[src/rtl/cap_chk_pkg.sv]
package cap_chk_pkg;

   localparam logic [2:0] KIND_FETCH     = 3'd0;
   localparam logic [2:0] KIND_LOAD      = 3'd1;
   localparam logic [2:0] KIND_STORE     = 3'd2;
   localparam logic [2:0] KIND_LOAD_CAP  = 3'd3;
   localparam logic [2:0] KIND_STORE_CAP = 3'd4;

   localparam int PB_FETCH     = 0;
   localparam int PB_LOAD      = 1;
   localparam int PB_STORE     = 2;
   localparam int PB_LOAD_CAP  = 3;
   localparam int PB_STORE_CAP = 4;
   localparam int PB_USED      = 5;

   // Fault sources, indexed lowest = most important.
   localparam int NUM_VIOL = 4;
   localparam int VI_TAG    = 0;
   localparam int VI_SEALED = 1;
   localparam int VI_PERM   = 2;
   localparam int VI_BOUNDS = 3;

   localparam logic [2:0] CAUSE_NONE   = 3'd0;
   localparam logic [2:0] CAUSE_TAG    = 3'd1;
   localparam logic [2:0] CAUSE_SEALED = 3'd2;
   localparam logic [2:0] CAUSE_PERM   = 3'd3;
   localparam logic [2:0] CAUSE_BOUNDS = 3'd4;

   typedef struct packed {
      logic       grant;
      logic       fault;
      logic [2:0] cause;
   } verdict_t;

endpackage

[src/rtl/cap_perm_unit.sv]
module cap_perm_unit
   import cap_chk_pkg::*;
#(
   parameter int PERM_W = 31
) (
   input  logic [2:0]        kind,
   input  logic [PERM_W-1:0] perms,
   output logic              is_cap,
   output logic              viol
);

   logic [PERM_W-1:0] need;
   logic [PERM_W-1:0] lacking;
   logic              known;

   always_comb begin
      need   = '0;
      known  = 1'b1;
      is_cap = 1'b0;
      case (kind)
         KIND_FETCH: need[PB_FETCH] = 1'b1;
         KIND_LOAD:  need[PB_LOAD]  = 1'b1;
         KIND_STORE: need[PB_STORE] = 1'b1;
         KIND_LOAD_CAP: begin
            need[PB_LOAD]     = 1'b1;
            need[PB_LOAD_CAP] = 1'b1;
            is_cap            = 1'b1;
         end
         KIND_STORE_CAP: begin
            need[PB_STORE]     = 1'b1;
            need[PB_STORE_CAP] = 1'b1;
            is_cap             = 1'b1;
         end
         default: known = 1'b0;
      endcase
   end

   for (genvar i = 0; i < PERM_W; i++) begin : g_lack
      assign lacking[i] = need[i] & ~perms[i];
   end

   assign viol = !known || (|lacking);

   // a reserved kind code can never pass the permission stage
   always_comb begin
      if (kind > KIND_STORE_CAP)
         a_r8_reserved_kind: assert (viol);
   end

endmodule

[src/rtl/cap_bounds_unit.sv]
module cap_bounds_unit #(
   parameter int ADDR_W  = 64,
   parameter int BYTES_W = 8
) (
   input  logic [ADDR_W-1:0]  base,
   input  logic [ADDR_W-1:0]  length,
   input  logic [ADDR_W-1:0]  offset,
   input  logic [BYTES_W-1:0] nbytes,
   output logic [ADDR_W-1:0]  addr,
   output logic               viol
);

   localparam int EXT_W = ADDR_W + 1;

   logic [EXT_W-1:0] acc_end;
   logic [EXT_W-1:0] reg_top;
   logic             below;
   logic             above;

   assign addr    = base + offset;
   assign acc_end = {1'b0, addr} + EXT_W'(nbytes);
   assign reg_top = {1'b0, base} + {1'b0, length};
   assign below   = addr < base;
   assign above   = acc_end > reg_top;
   assign viol    = below | above;

endmodule

[src/rtl/cap_fault_prio.sv]
module cap_fault_prio
   import cap_chk_pkg::*;
(
   input  logic             req,
   input  logic [NUM_VIOL-1:0] hit,
   output verdict_t         verdict
);

   logic [2:0] cause;

   always_comb begin
      cause = CAUSE_NONE;
      for (int i = NUM_VIOL - 1; i >= 0; i--) begin
         if (hit[i]) cause = 3'(i + 1);
      end
   end

   assign verdict.cause = req ? cause : CAUSE_NONE;
   assign verdict.fault = req && (cause != CAUSE_NONE);
   assign verdict.grant = req && (cause == CAUSE_NONE);

endmodule

[src/rtl/cap_deref_check.sv]
module cap_deref_check
   import cap_chk_pkg::*;
#(
   parameter int ADDR_W    = 64,
   parameter int PERM_W    = 31,
   parameter int SIZE_W    = 3,
   parameter int CAP_BYTES = 16
) (
   input  logic              clk,
   input  logic              rst_n,
   input  logic              req_valid,
   input  logic              cap_tag,
   input  logic              cap_sealed,
   input  logic [PERM_W-1:0] cap_perms,
   input  logic [ADDR_W-1:0] cap_base,
   input  logic [ADDR_W-1:0] cap_length,
   input  logic [ADDR_W-1:0] cap_offset,
   input  logic [2:0]        acc_kind,
   input  logic [SIZE_W-1:0] acc_size_lg2,
   output logic              rsp_valid,
   output logic              rsp_grant,
   output logic              rsp_fault,
   output logic [2:0]        rsp_cause,
   output logic [ADDR_W-1:0] rsp_addr
);

   localparam int BYTES_W = (1 << SIZE_W);

   if (PERM_W < PB_USED) begin : g_bad_perm_w
      $error("PERM_W must hold the five access permission bits");
   end
   if (ADDR_W < 2) begin : g_bad_addr_w
      $error("ADDR_W too small");
   end
   if (SIZE_W < 1 || SIZE_W > 4) begin : g_bad_size_w
      $error("SIZE_W out of range");
   end
   if (CAP_BYTES < 1 || CAP_BYTES >= (1 << BYTES_W)) begin : g_bad_cap_bytes
      $error("CAP_BYTES does not fit the size datapath");
   end

   logic               is_cap;
   logic               perm_viol;
   logic               bnd_viol;
   logic [BYTES_W-1:0] nbytes;
   logic [ADDR_W-1:0]  eff_addr;
   logic [NUM_VIOL-1:0] hit;
   verdict_t           verdict;

   cap_perm_unit #(.PERM_W(PERM_W)) u_perm (
      .kind   (acc_kind),
      .perms  (cap_perms),
      .is_cap (is_cap),
      .viol   (perm_viol)
   );

   assign nbytes = is_cap ? BYTES_W'(CAP_BYTES)
                          : (BYTES_W'(1) << acc_size_lg2);

   cap_bounds_unit #(.ADDR_W(ADDR_W), .BYTES_W(BYTES_W)) u_bounds (
      .base   (cap_base),
      .length (cap_length),
      .offset (cap_offset),
      .nbytes (nbytes),
      .addr   (eff_addr),
      .viol   (bnd_viol)
   );

   always_comb begin
      hit            = '0;
      hit[VI_TAG]    = !cap_tag;
      hit[VI_SEALED] = cap_sealed;
      hit[VI_PERM]   = perm_viol;
      hit[VI_BOUNDS] = bnd_viol;
   end

   cap_fault_prio u_prio (
      .req     (req_valid),
      .hit     (hit),
      .verdict (verdict)
   );

   always_ff @(posedge clk) begin
      if (!rst_n) begin
         rsp_valid <= 1'b0;
         rsp_grant <= 1'b0;
         rsp_fault <= 1'b0;
         rsp_cause <= CAUSE_NONE;
         rsp_addr  <= '0;
      end else begin
         rsp_valid <= req_valid;
         rsp_grant <= verdict.grant;
         rsp_fault <= verdict.fault;
         rsp_cause <= verdict.cause;
         if (req_valid) rsp_addr <= eff_addr;
      end
   end

   a_r2_valid_follows: assert property (@(posedge clk) disable iff (!rst_n)
      req_valid |=> rsp_valid);
   a_r2_idle_quiet: assert property (@(posedge clk) disable iff (!rst_n)
      !req_valid |=> (!rsp_valid && !rsp_grant && !rsp_fault));
   a_r4_tag_first: assert property (@(posedge clk) disable iff (!rst_n)
      (req_valid && !cap_tag) |=> (rsp_fault && rsp_cause == CAUSE_TAG));
   a_r5_sealed_blocks: assert property (@(posedge clk) disable iff (!rst_n)
      (req_valid && cap_tag && cap_sealed) |=> (rsp_fault && rsp_cause == CAUSE_SEALED));
   a_r3_addr_formed: assert property (@(posedge clk) disable iff (!rst_n)
      req_valid |=> (rsp_addr == $past(cap_base) + $past(cap_offset)));
   a_r11_exclusive: assert property (@(posedge clk) disable iff (!rst_n)
      !(rsp_grant && rsp_fault));
   a_r11_fault_cause: assert property (@(posedge clk) disable iff (!rst_n)
      rsp_fault |-> (rsp_cause != CAUSE_NONE));
   a_r11_grant_clean: assert property (@(posedge clk) disable iff (!rst_n)
      rsp_grant |-> (rsp_valid && rsp_cause == CAUSE_NONE));

endmodule

[config.mk]
export PLATFORM = sky130hd
export DESIGN_NAME = cap_deref_check
export DESIGN_NICKNAME = d
export VERILOG_FILES = /design/src/rtl/cap_chk_pkg.sv /design/src/rtl/cap_perm_unit.sv /design/src/rtl/cap_bounds_unit.sv /design/src/rtl/cap_fault_prio.sv /design/src/rtl/cap_deref_check.sv
export SDC_FILE = /design/constraint.sdc
export NUM_CORES = 1
export LEC_CHECK = 0
export BUFFER_PORTS_ARGS = -buffer_cell sky130_fd_sc_hd__buf_2
export CAP_MARGIN = 20
export CELL_PAD_IN_SITES_DETAIL_PLACEMENT = 1
export CELL_PAD_IN_SITES_GLOBAL_PLACEMENT = 1
export CORE_MARGIN = 8
export CORE_UTILIZATION = 38
export CTS_CLUSTER_DIAMETER = 150
export DETAILED_ROUTE_END_ITERATION = 6
export PLACE_DENSITY_LB_ADDON = 0.1
export SYNTH_ARGS = -nofsm -noshare
export SYNTH_HDL_FRONTEND = slang
export SYNTH_HIERARCHICAL = 1
export SYNTH_SLANG_ARGS = --single-unit
[constraint.sdc]
create_clock -name clk -period 5.9 [get_ports clk]
set_clock_uncertainty 0.2 [all_clocks]
set_input_delay 0 -clock clk [delete_from_list [all_inputs] [get_ports clk]]
set_output_delay 0 -clock clk [all_outputs]
set_load 0.02 [all_outputs]
### After elaboration in Yosys (flattened, before gate mapping)

Cells that the tools add are included.

* magnitude comparators: 2
* bitwise logic cells: 11
* $add $sub $neg: 3
* shift operators: 1
* mux-type cells: 12
* reductions and logical operators: 13
* multiply operators: 0
* div/mod/pow operators: 0
* equality and inequality tests: 4

Operator list (number)
* $add 64x64->65: 1
* $add 64x8->65: 1
* $gt 65x65->1: 1
* $add 64x64->64: 1
* $lt 64x64->1: 1
* $mux 3: 4
* $reduce_or 5->1: 2
* $mux 8: 1
* $shl 1x3->8 const A: 1
* $mux 1: 7
* $eq 3x2->1 const B: 2
* $logic_not 3->1: 2
* $reduce_or 2->1: 3
* $and 1x1->1: 5
* $not 1->1: 5
* $eq 3x1->1 const B: 1
* $eq 3x3->1 const B: 1
* $reduce_bool 3->1: 1
* $logic_and 1x1->1: 2
* $reduce_and 2->1: 1
* $logic_not 1->1: 1
* $logic_or 1x1->1: 1
* $or 1x1->1: 1

* memories: 0
* ROM bits: 0
* input bits: 234
* memory bits (writable): 0
* register bits after elaboration: 70
* output and inout port bits: 70
* word-level logic and storage cells: 51
* latch bits: 0

### Depth between registers and ports, before layout

Gate-level depths: netlist (run 1).

* depth after elaboration: 13
* gate-level depth with buffers: 35
* mapped depth without buffers: 34

### Hierarchy

Netlist (run 1), hierarchy kept.

By module, submodules not included
* cap_bounds_unit: times used 1, cells an instance 1763, area each 12418.2 µm², seq. area each 0.0 µm²
* cap_deref_check: times used 1, cells an instance 231, area each 2686.3 µm², seq. area each 1401.3 µm²
* cap_perm_unit: times used 1, cells an instance 11, area each 70.1 µm², seq. area each 0.0 µm²
* cap_fault_prio: times used 1, cells an instance 7, area each 61.3 µm², seq. area each 0.0 µm²

### Worst setup path after synthesis (run 1)

Ideal clock, no wire load.

* kind: input to register
* start: input port cap_offset[0]
* end: register rsp_fault
* slack: 0.108 ns
* library setup time: 0.115 ns
* data required time: 5.585 ns
* stages on the path: 32
* buffers on the path: 0
* data arrival time: 5.477 ns
* path through: ha_1 -> inv_1 -> fa_1 -> nand2b_1 -> nand2b_1 -> a21oi_1 -> xnor2_1 -> ha_1 -> o21a_1 -> o31a_1 -> o21ai_0 -> nor4b_1 -> nand4_4 -> nor4_4 -> nand3_2 -> nor2b_4 -> nand4_1 -> xnor2_1 -> ha_1 -> a21oi_1 -> nor2b_1 -> o21ai_0 -> nand2b_1 -> a21oi_1 -> nor2b_1 -> o21ai_0 -> nand2b_1 -> a21oi_1 -> o211ai_1 -> a22o_1 -> o41a_1 -> and2_1

RTL lines
* start, declared: RTL line cap_deref_check.sv:17 `input logic [ADDR_W-1:0] cap_offset,`
* end signal, assigned: RTL line cap_deref_check.sv:93 `rsp_fault <= verdict.fault;`
* end, declared: RTL line cap_deref_check.sv:22 `output logic rsp_fault,`

==> flow_metrics.py, run 1 <==
metrics = {
    "critical_path": {
        "crit_required_ns": 5.98,
        "crit_arrival_ns": 5.80,
        "path_class": "input port to register",
        "critPathLaunchType": "input port",
        "end_kind": "register",
        "cp_max_fo": 5,
    },
    "grt": {
        "grt_start_max_net_pins": 71,
        "grtUsageTotal_pct": 27.60,
        "antenna_found_initial": 0,
        "grt_pass1_wl_um": 105000,
        "grt-ovfl-total": 0,
        "grt_pass1_vias": 19241,
    },
    "clock_tree": {
        "htreeDepth": 3,
        "cts_buffers": 9,
        "clock-sinks": 70,
        "clock_path_buffers": 2,
        "cts_tree": "yes",
        "root_buffer": "clkbuf_16",
        "clk_pin_slew_ns": 0.08,
        "clk_latency_ns": 0.38,
    },
    "sta": {
        "max_freq_mhz": 174.9,
        "worst_pin_slew_ns": 0.8381,
        "fin_crit_sh_pct": 96.90,
        "holdWs_ns": 0.04478,
        "slew_headroom_pct": 44.13,
        "tns_ns": 0,
        "drv_slew": 0,
        "hold_violations": 0,
        "finalSetupViolCount": 0,
        "fin_crit_ns": 5.717,
    },
    "yosys": {
        "synth_fp_nets": 2513,
        "synth_edf_count": 0,
        "syn_area_per_cell_um2": 7.572,
        "synthCells": 2012,
        "synth.top_cell.area_share_pct": 21.68,
        "async_flop_share_pct": 0,
        "synth_flop_cell": "dfxtp_1",
        "synth.distinct_cells": 92,
        "synth_commonest_cells": "ha_1 (264), a21oi_1 (174), nand2_1 (137)",
        "synth_area_um2": 15240,
        "synth.most_common_cell": "ha_1",
        "yosysTopAreaCell": "ha_1",
        "synth_seq_cells": 70,
        "yosysSeqAreaShare_pct": 9.198,
        "ys_warn_count": 6,
        "synth.area.top_cells": "ha_1 (22%), dfxtp_1 (9.2%), xnor2_1 (6.2%)",
    },
    "die": {
        "row_count": 73,
        "coreArea_um2": 39640,
        "fp.dieW_um": 216.2,
        "die_area_um2": 46760,
        "ios": 304,
        "die_height_um": 216.2,
        "start_util_pct": 38.44,
    },
    "cells_and_area": {
        "finalCoreUtilization_pct": 52.57,
        "n_fill_cell": 5092,
        "drive_above_1_share_pct": 31.04,
        "antennaDiodeCount": 0,
        "design_area_um2": 20840,
        "syn_to_final_growth_pct": 36.78,
        "fin_nets": 3154,
    },
    "drt": {
        "drc": 0,
        "viasPerCell": 5.579,
        "final_antenna_net_count": 0,
        "num_vias": 17759,
        "first_iter_violations": 830,
        "routed_wl_um": 67280,
        "wl_per_cell_um": 21.14,
        "drtPass1Iterations": 5,
    },
    "power_and_ir_drop": {
        "powerDensity_nw_per_um2": 204.9,
        "leakagePower_nw": 10.47,
        "irDropWorstVdd_uv": 153.7,
    },
    "placed_design": {
        "gp_congestion": 0.9374,
        "io_buffers": 277,
        "hpwl_um": 57790,
        "place_area_um2": 19870,
    },
    "worst_hold_path": {
        "hold_class": "input port to register",
    },
    "job": {
        "cap_violations": 0,
    },
    "run_status": {
        "status": "finished, final reports clean",
    },
}
-- metrics by stage --
stage                     instances  worst slack, ns  power, mW
after floorplan                2012           0.1082      2.245
after global placement         3139          -0.4893      3.356
after detailed placement       3139          -0.6475      3.465
after CTS                      3168         0.002693      4.195
after global routing           3183         -0.05663      4.579
final                          3183           0.1829      4.269
-- worst max-delay path, stage by stage --
cell,delay (ns)
clkbuf_4,0.16
ha_4,0.22
a211o_1,0.30
a211o_1,0.37
buf_4,0.17
a31oi_4,0.22
buf_6,0.16
o21bai_2,0.11
a211oi_2,0.32
o21ai_2,0.14
xor2_1,0.23
and4_1,0.28
and4_4,0.27
buf_4,0.13
nand4_1,0.11
or4_4,0.55
xnor2_1,0.15
ha_1,0.31
a21o_1,0.18
a21o_1,0.18
a21oi_2,0.15
o21ai_1,0.11
a21oi_2,0.14
o211ai_1,0.10
a22o_1,0.25
o41a_1,0.32
and2_1,0.16
-- metal layers --
metal | vias to the layer above | track usage [%] | wire (µm)
li1 | 8704 | - | -
met1 | 8612 | 34.39 | 30280
met2 | 367 | 48.19 | 32390
met3 | 76 | 4.387 | 2845
met4 | 0 | 8.363 | 1759
met5 | - | 0 | 0
-- flip-flops by register name, indices dropped and copies added, names as in the netlist --
name       cells
rsp_addr      64
rsp_cause      3
rsp_fault      1
rsp_grant      1
rsp_valid      1
-- where the power goes --
part	switching, mW	total, mW	internal (mW)
Combinational	1.66	3.05	1.39
Clock	0.290	0.667	0.377
Sequential	0.0262	0.552	0.526
-- layout by cell type (no fill, tap or decap), drive strengths merged, types with 6 or more instances in the layout --
master,synthesis,final
o211ai,18,18
a211o,9,9
dfxtp,70,70
or2,7,7
nand2,137,137
buf,30,697
nor4,15,15
nor3b,9,9
a21oi,177,177
a31oi,20,20
and2,24,24
o31a,6,6
and3,16,16
clkbuf,43,10
nor3,43,43
a21o,109,109
inv,114,117
nor2,110,110
a311oi,8,8
o31ai,6,6
o21bai,22,22
o21ai,110,110
a21boi,6,6
ha,264,264
nor2b,94,94
o21a,23,23
a41oi,7,7
or3,9,9
xnor2,109,109
nand4,87,87
and4,12,12
nand2b,33,33
mux2i,66,66
xor2,62,62
a211oi,14,14
nand3,44,44
-- cell type report --
type | instances | area, µm² | area share (%)
clock buffers | 9 | 225.2 | 1.081
clock inverters | 7 | 105.1 | 0.5043
inverters | 114 | 427.9 | 2.053
multi-input cells | 1755 | 13410 | 64.35
flip-flops and latches | 70 | 1401 | 6.724
well taps | 525 | 656.9 | 3.152
repair buffers | 703 | 4613 | 22.14
-- path summary, 6_finish.rpt --
path,from,end,slack [ns],depth (start not counted)
setup reg to reg,rsp_addr[0],rsp_addr[0],4.53,3
hold / removal,cap_perms[4],rsp_cause[1],0.04,5
hold reg to reg,rsp_addr[45],rsp_addr[45],0.31,2
setup / recovery,cap_base[1],rsp_fault,0.18,27
-- timing repair --
| action | CTS | global route |
|---|---|---|
| setup endpoints to repair | 3 | 3 |
| pin swaps | 6 | 51 |
| gates resized for setup | 17 | 88 |
| buffers inserted | 8 | 15 |
| endpoints found under the hold margin | 15 | 0 |
| gates cloned | 0 | 0 |
| hold buffers | 5 | 0 |
-- cell families (layout without fill, tap and decap cells) --
family                   Yosys count  after routing  share of synthesized area, %
AO/OA/AOI/OAI                    599            599                         25.95
XOR/XNOR                         171            171                         9.929
adder cells (fa/ha/maj)          267            267                         22.07
buffers and inverters            187            833                         5.404
flip-flops                        70             70                         9.198
multiplexers                      66             66                         4.336
AND/OR/NAND/NOR                  652            652                         23.11
Power figures use the tool's default switching activity.
==> run 2: changes to the inputs <==
--- a/config.mk
+++ b/config.mk
@@ -14,6 +14,7 @@
 export CTS_CLUSTER_DIAMETER = 150
 export DETAILED_ROUTE_END_ITERATION = 6
 export PLACE_DENSITY_LB_ADDON = 0.1
+export REMOVE_ABC_BUFFERS = 1
 export SYNTH_ARGS = -nofsm -noshare
 export SYNTH_HDL_FRONTEND = slang
 export SYNTH_HIERARCHICAL = 1
==> run 2 against run 1 <==
Clock power decreased by 5.8%. Global-route usage decreased by 0.088 points. Core utilization down 0.19 points. Wire length about the same. Die area unchanged. Power down 1.4%. Maximum frequency down 2.6%. Final cell count is essentially flat. Sequential cell count is the same. Via count about the same. Sequential share of layout area is essentially flat. Critical endpoint unchanged. Largest power group unchanged.
==> flow_metrics.py, run 2 (synthesis gave the netlist of run 1 again) <==
metrics = {
    "critical_path": {
        "path_class": "input port to register",
        "crit_top_cell": "a21o_1",
        "critPathLaunchType": "input port",
        "slowest_delay_ns": 0.42,
        "crit_required_ns": 5.98,
        "rr_worst_depth": 2,
        "cp_max_fo": 4,
        "reg2reg_to": "rsp_addr[7]",
        "cp_slowest_cell": "a311o_1",
        "worst-r2r-setup-slack_ns": 5.05,
        "end_kind": "register",
        "crit_arrival_ns": 5.95,
        "path_buf_inv": 3,
        "cp_top_family": "compound AO/OA/AOI/OAI gates",
        "r2r-start": "rsp_addr[7]",
    },
    "drt": {
        "viasPerCell": 5.580,
        "num_vias": 17767,
        "drc": 0,
        "first_iter_violations": 871,
        "routed_wl_um": 67340,
        "final_antenna_net_count": 0,
        "drtPass1Iterations": 7,
        "wl_per_cell_um": 21.15,
    },
    "clock_tree": {
        "htreeDepth": 3,
        "clock_path_buffers": 2,
        "cts_tree": "yes",
        "root_buffer": "clkbuf_16",
        "clk_latency_ns": 0.38,
        "cts_buffers": 9,
        "clock-sinks": 70,
        "clk_pin_slew_ns": 0.07,
    },
    "power_and_ir_drop": {
        "powerDensity_nw_per_um2": 202.7,
        "finalPower_mw": 4.209,
        "leakagePower_nw": 10.45,
        "irDropWorstVdd_uv": 252.4,
    },
    "sta": {
        "max_freq_mhz": 170.3,
        "slew_headroom_pct": 44.97,
        "drv_slew": 0,
        "rsz0062_at_grt": "yes",
        "finalSetupViolCount": 0,
        "fin_crit_ns": 5.872,
        "fin_crit_sh_pct": 99.52,
        "hold_violations": 0,
        "worst_pin_slew_ns": 0.8254,
    },
    "cells_and_area": {
        "antennaDiodeCount": 0,
        "final_common_cell": "buf_4",
        "final_cell_mix": "buf_4 (420), buf_2 (276), ha_1 (260)",
        "multi_input_comb_area_um2": 13340,
        "seqCellArea_um2": 1401,
        "n_fill_cell": 5115,
        "largest-register": "rsp_addr",
        "largestRegisters": "rsp_addr x64, rsp_cause x3",
        "instances_no_fill": 3184,
        "drive_above_1_share_pct": 30.65,
        "fin_nets": 3155,
        "largest_reg_flops": 64,
        "design_area_um2": 20760,
        "syn_to_final_growth_pct": 36.29,
    },
    "worst_hold_path": {
        "min_from": "req_valid",
        "min_to": "rsp_addr[12]",
        "hold_class": "input port to register",
        "hold_path_depth": 3,
    },
    "grt": {
        "grt_pass1_wl_um": 103700,
        "grtUsageTotal_pct": 27.51,
        "antenna_found_initial": 0,
        "grt_pass1_vias": 19022,
        "grt_start_max_net_pins": 71,
        "grt-ovfl-total": 0,
    },
    "die": {
        "die_area_um2": 46760,
        "row_count": 73,
        "start_util_pct": 38.44,
        "fp.dieW_um": 216.2,
        "ios": 304,
        "coreArea_um2": 39640,
        "die_height_um": 216.2,
    },
    "placed_design": {
        "place_inst": 3136,
        "hpwl_um": 57970,
        "place_area_um2": 19860,
        "io_buffers": 277,
        "gp_congestion": 0.9221,
    },
    "run_status": {
        "status": "finished, final reports clean",
    },
    "job": {
        "cap_violations": 0,
    },
}
[run 2: cell type report]
cell class              count  share of cell area (%)
repair buffers            704                   22.34
clock buffers               9                   1.085
multi-input cells        1755                   64.22
clock inverters             7                  0.3856
well taps                 525                   3.163
flip-flops and latches     70                   6.749
inverters                 114                   2.061
[run 2: worst max-delay path by stage]
stage	start	end	cells after the start
after floorplan	cap_offset[0]	rsp_fault	32
after global placement	cap_offset[11]	rsp_fault	25
after detailed placement	cap_base[0]	rsp_fault	29
after CTS	cap_base[0]	rsp_fault	26
after global routing	cap_base[0]	rsp_fault	27
final	cap_base[0]	rsp_fault	27
[run 2: worst min-delay path: cells and delay by family]
| kind | cells | cell delay [ns] |
|---|---|---|
| buf+inv | 1 | 0.25 |
| mux | 1 | 0.18 |
| simple gates | 1 | 0.10 |
[run 2: stage by stage]
stage / hold slack (ns) / TNS [ns] / setup WS, ns / util, %
4_1_cts: 0.004683 / 0 / 0.002789 / 51.22
2_1_floorplan: -0.07829 / 0 / 0.1082 / -
3_3_place_gp: 0.1986 / -1.339 / -0.5312 / 50.11
5_1_grt: 0.01805 / -0.1980 / -0.1458 / 52.38
6_report: 0.005372 / 0 / 0.02830 / 52.38
3_5_place_dp: 0.2120 / -1.928 / -0.7271 / 50.11
[run 2: report_power, final]
part / switching (mW) / internal, mW / leakage (nW) / total, mW
clock: 0.294 / 0.334 / 0.143 / 0.628
combinational: 1.65 / 1.38 / 9.73 / 3.03
sequential: 0.0261 / 0.526 / 0.578 / 0.552
[run 2: layer usage]
layer / share of wire [%] / track usage, % / vias up
li1: - / - / 8707
met1: 44 / 33.78 / 8556
met2: 47 / 47.25 / 419
met3: 5.7 / 5.794 / 85
met4: 2.9 / 9.062 / 0
met5: 0 / 0 / -
[run 2: repair_timing]
action / CTS / global route
buffers inserted: 4 / 25
endpoints found under the hold margin: 6 / 0
resized for setup: 18 / 70
endpoints found under the setup margin: 3 / 3
hold buffers: 3 / 0
pin swaps: 5 / 50
==> run 3: changes to the inputs <==
--- a/config.mk
+++ b/config.mk
@@ -13,6 +13,7 @@
 export CORE_UTILIZATION = 38
 export CTS_CLUSTER_DIAMETER = 150
 export DETAILED_ROUTE_END_ITERATION = 6
+export MAX_ROUTING_LAYER = met4
 export PLACE_DENSITY_LB_ADDON = 0.1
 export REMOVE_ABC_BUFFERS = 1
 export SYNTH_ARGS = -nofsm -noshare
==> run 3 against run 2 <==
Combinational power barely moved. Maximum frequency rose by 2.2%. Largest cell class unchanged. Wire length rose by 0.90%.
==> flow_metrics.py, run 3 (synthesis gave the netlist of run 1 again) <==
metrics = {
    "cells_and_area": {
        "fin_nets": 3161,
        "design_area_um2": 20810,
        "largest_reg_flops": 64,
        "n_fill_cell": 5091,
        "syn_to_final_growth_pct": 36.58,
        "seqCellArea_um2": 1401,
        "final_common_cell": "buf_4",
        "multi_input_comb_area_um2": 13350,
        "largestRegisters": "rsp_addr x64, rsp_cause x3",
        "final_cell_mix": "buf_4 (426), buf_2 (275), ha_1 (256)",
        "drive_above_1_share_pct": 30.84,
        "largest-register": "rsp_addr",
        "finalCoreUtilization_pct": 52.49,
    },
    "die": {
        "coreArea_um2": 39640,
        "ios": 304,
        "row_count": 73,
        "die_area_um2": 46760,
        "die_height_um": 216.2,
        "fp.dieW_um": 216.2,
        "start_util_pct": 38.44,
    },
    "critical_path": {
        "cp_slowest_cell": "or4_4",
        "crit_arrival_ns": 5.82,
        "path_class": "input port to register",
        "cp_max_fo": 5,
        "critPathLaunchType": "input port",
        "critPathLaunch": "cap_base[0]",
        "crit_top_cell": "buf_4",
        "end_kind": "register",
        "slowest_delay_ns": 0.52,
        "crit_required_ns": 5.97,
        "r2r-start": "rsp_addr[49]",
    },
    "sta": {
        "tns_ns": 0,
        "fin_crit_ns": 5.747,
        "max_freq_mhz": 174.0,
        "holdWs_ns": 0.05466,
        "hold_violations": 0,
        "fin_crit_sh_pct": 97.40,
        "slew_headroom_pct": 49.22,
        "drv_slew": 0,
        "rsz0062_at_grt": "yes",
        "worst_pin_slew_ns": 0.7616,
        "finalSetupViolCount": 0,
    },
    "grt": {
        "grt_pass1_vias": 19125,
        "grt_pass1_wl_um": 103900,
        "antenna_found_initial": 1,
        "grtUsageTotal_pct": 28.44,
        "grt_start_max_net_pins": 71,
        "grt-ovfl-total": 0,
    },
    "job": {
        "cap_violations": 0,
    },
    "clock_tree": {
        "clock-sinks": 70,
        "clk_pin_slew_ns": 0.07,
        "clk_latency_ns": 0.38,
        "cts_buffers": 9,
        "root_buffer": "clkbuf_16",
        "htreeDepth": 3,
        "cts_tree": "yes",
        "clock_path_buffers": 2,
    },
    "drt": {
        "routed_wl_um": 67950,
        "drc": 0,
        "num_vias": 17925,
        "final_antenna_net_count": 0,
        "wl_per_cell_um": 21.29,
        "first_iter_violations": 939,
        "drtPass1Iterations": 5,
        "viasPerCell": 5.617,
    },
    "placed_design": {
        "place_area_um2": 19910,
        "hpwl_um": 58200,
        "gp_congestion": 0.9253,
        "io_buffers": 277,
    },
    "power_and_ir_drop": {
        "irDropWorstVdd_uv": 166.4,
        "leakagePower_nw": 10.47,
        "powerDensity_nw_per_um2": 199.9,
    },
    "worst_hold_path": {
        "hold_class": "input port to register",
        "min_from": "req_valid",
    },
    "run_status": {
        "status": "finished, final reports clean",
    },
}
[run 3: cell types whose count changed in the layout (fill, tap and decap cells not counted), sizes merged]
cell / change
bufinv: -1
diode: +1
clkinvlp: -1
inv: -2
buf: +6
clkbuf: +1
clkinv: +3
[run 3: stage by stage]
stage / cells / power, mW / setup slack, ns
after floorplan: 1939 / 2.218 / 0.1082
after global placement: 3141 / 3.364 / -0.4631
after detailed placement: 3141 / 3.458 / -0.5454
after CTS: 3163 / 4.076 / 0.001396
after global routing: 3191 / 4.477 / -0.09237
final: 3191 / 4.159 / 0.1533
[run 3: worst paths after layout]
kind             endpoint  slack (ns)  cells past startpoint
max             rsp_fault        0.15                     27
min          rsp_addr[12]        0.05                      3
max reg2reg  rsp_addr[49]        5.04                      2
min reg2reg  rsp_addr[25]        0.32                      2
[run 3: worst max-delay path: cells and delay by family]
family	cells	cell delay [ns]
AO/OA/AOI/OAI	13	2.94
AND/OR/NAND/NOR	5	1.34
buffers and inverters	5	0.73
adder cells (fa/ha/maj)	2	0.46
XOR/XNOR	2	0.32
[run 3: repair_timing]
item,4_1_cts,5_1_grt
setup endpoints to repair,3,3
gates resized for setup,12,78
gates cloned,0,0
hold endpoints to repair,5,1
pin swaps,5,58
hold buffers,2,1
buffers inserted,4,27
[run 3: power breakdown]
part           internal (mW)  switching, mW
registers              0.526         0.0263
clock network          0.288          0.284
logic                   1.38           1.65
total                   2.20           1.96
[run 3: layout make-up]
class,instances,share of cell area (%)
Multi-Input combinational cell,1755,64.18
Clock inverter,6,0.2285
Tap cell,525,3.157
Antenna cell,1,0.01203
Timing Repair Buffer,710,22.54
Clock buffer,10,1.100
Sequential cell,70,6.734
Inverter,114,2.056
[run 3: metal layers]
layer  track usage (%)  up-vias  wire length (µm)
li1                  -     8736                 -
met1             34.92     8638             30500
met2             46.18      437             31620
met3             4.958      114              3193
met4             10.84        0              2633
met5                 -        -                 0
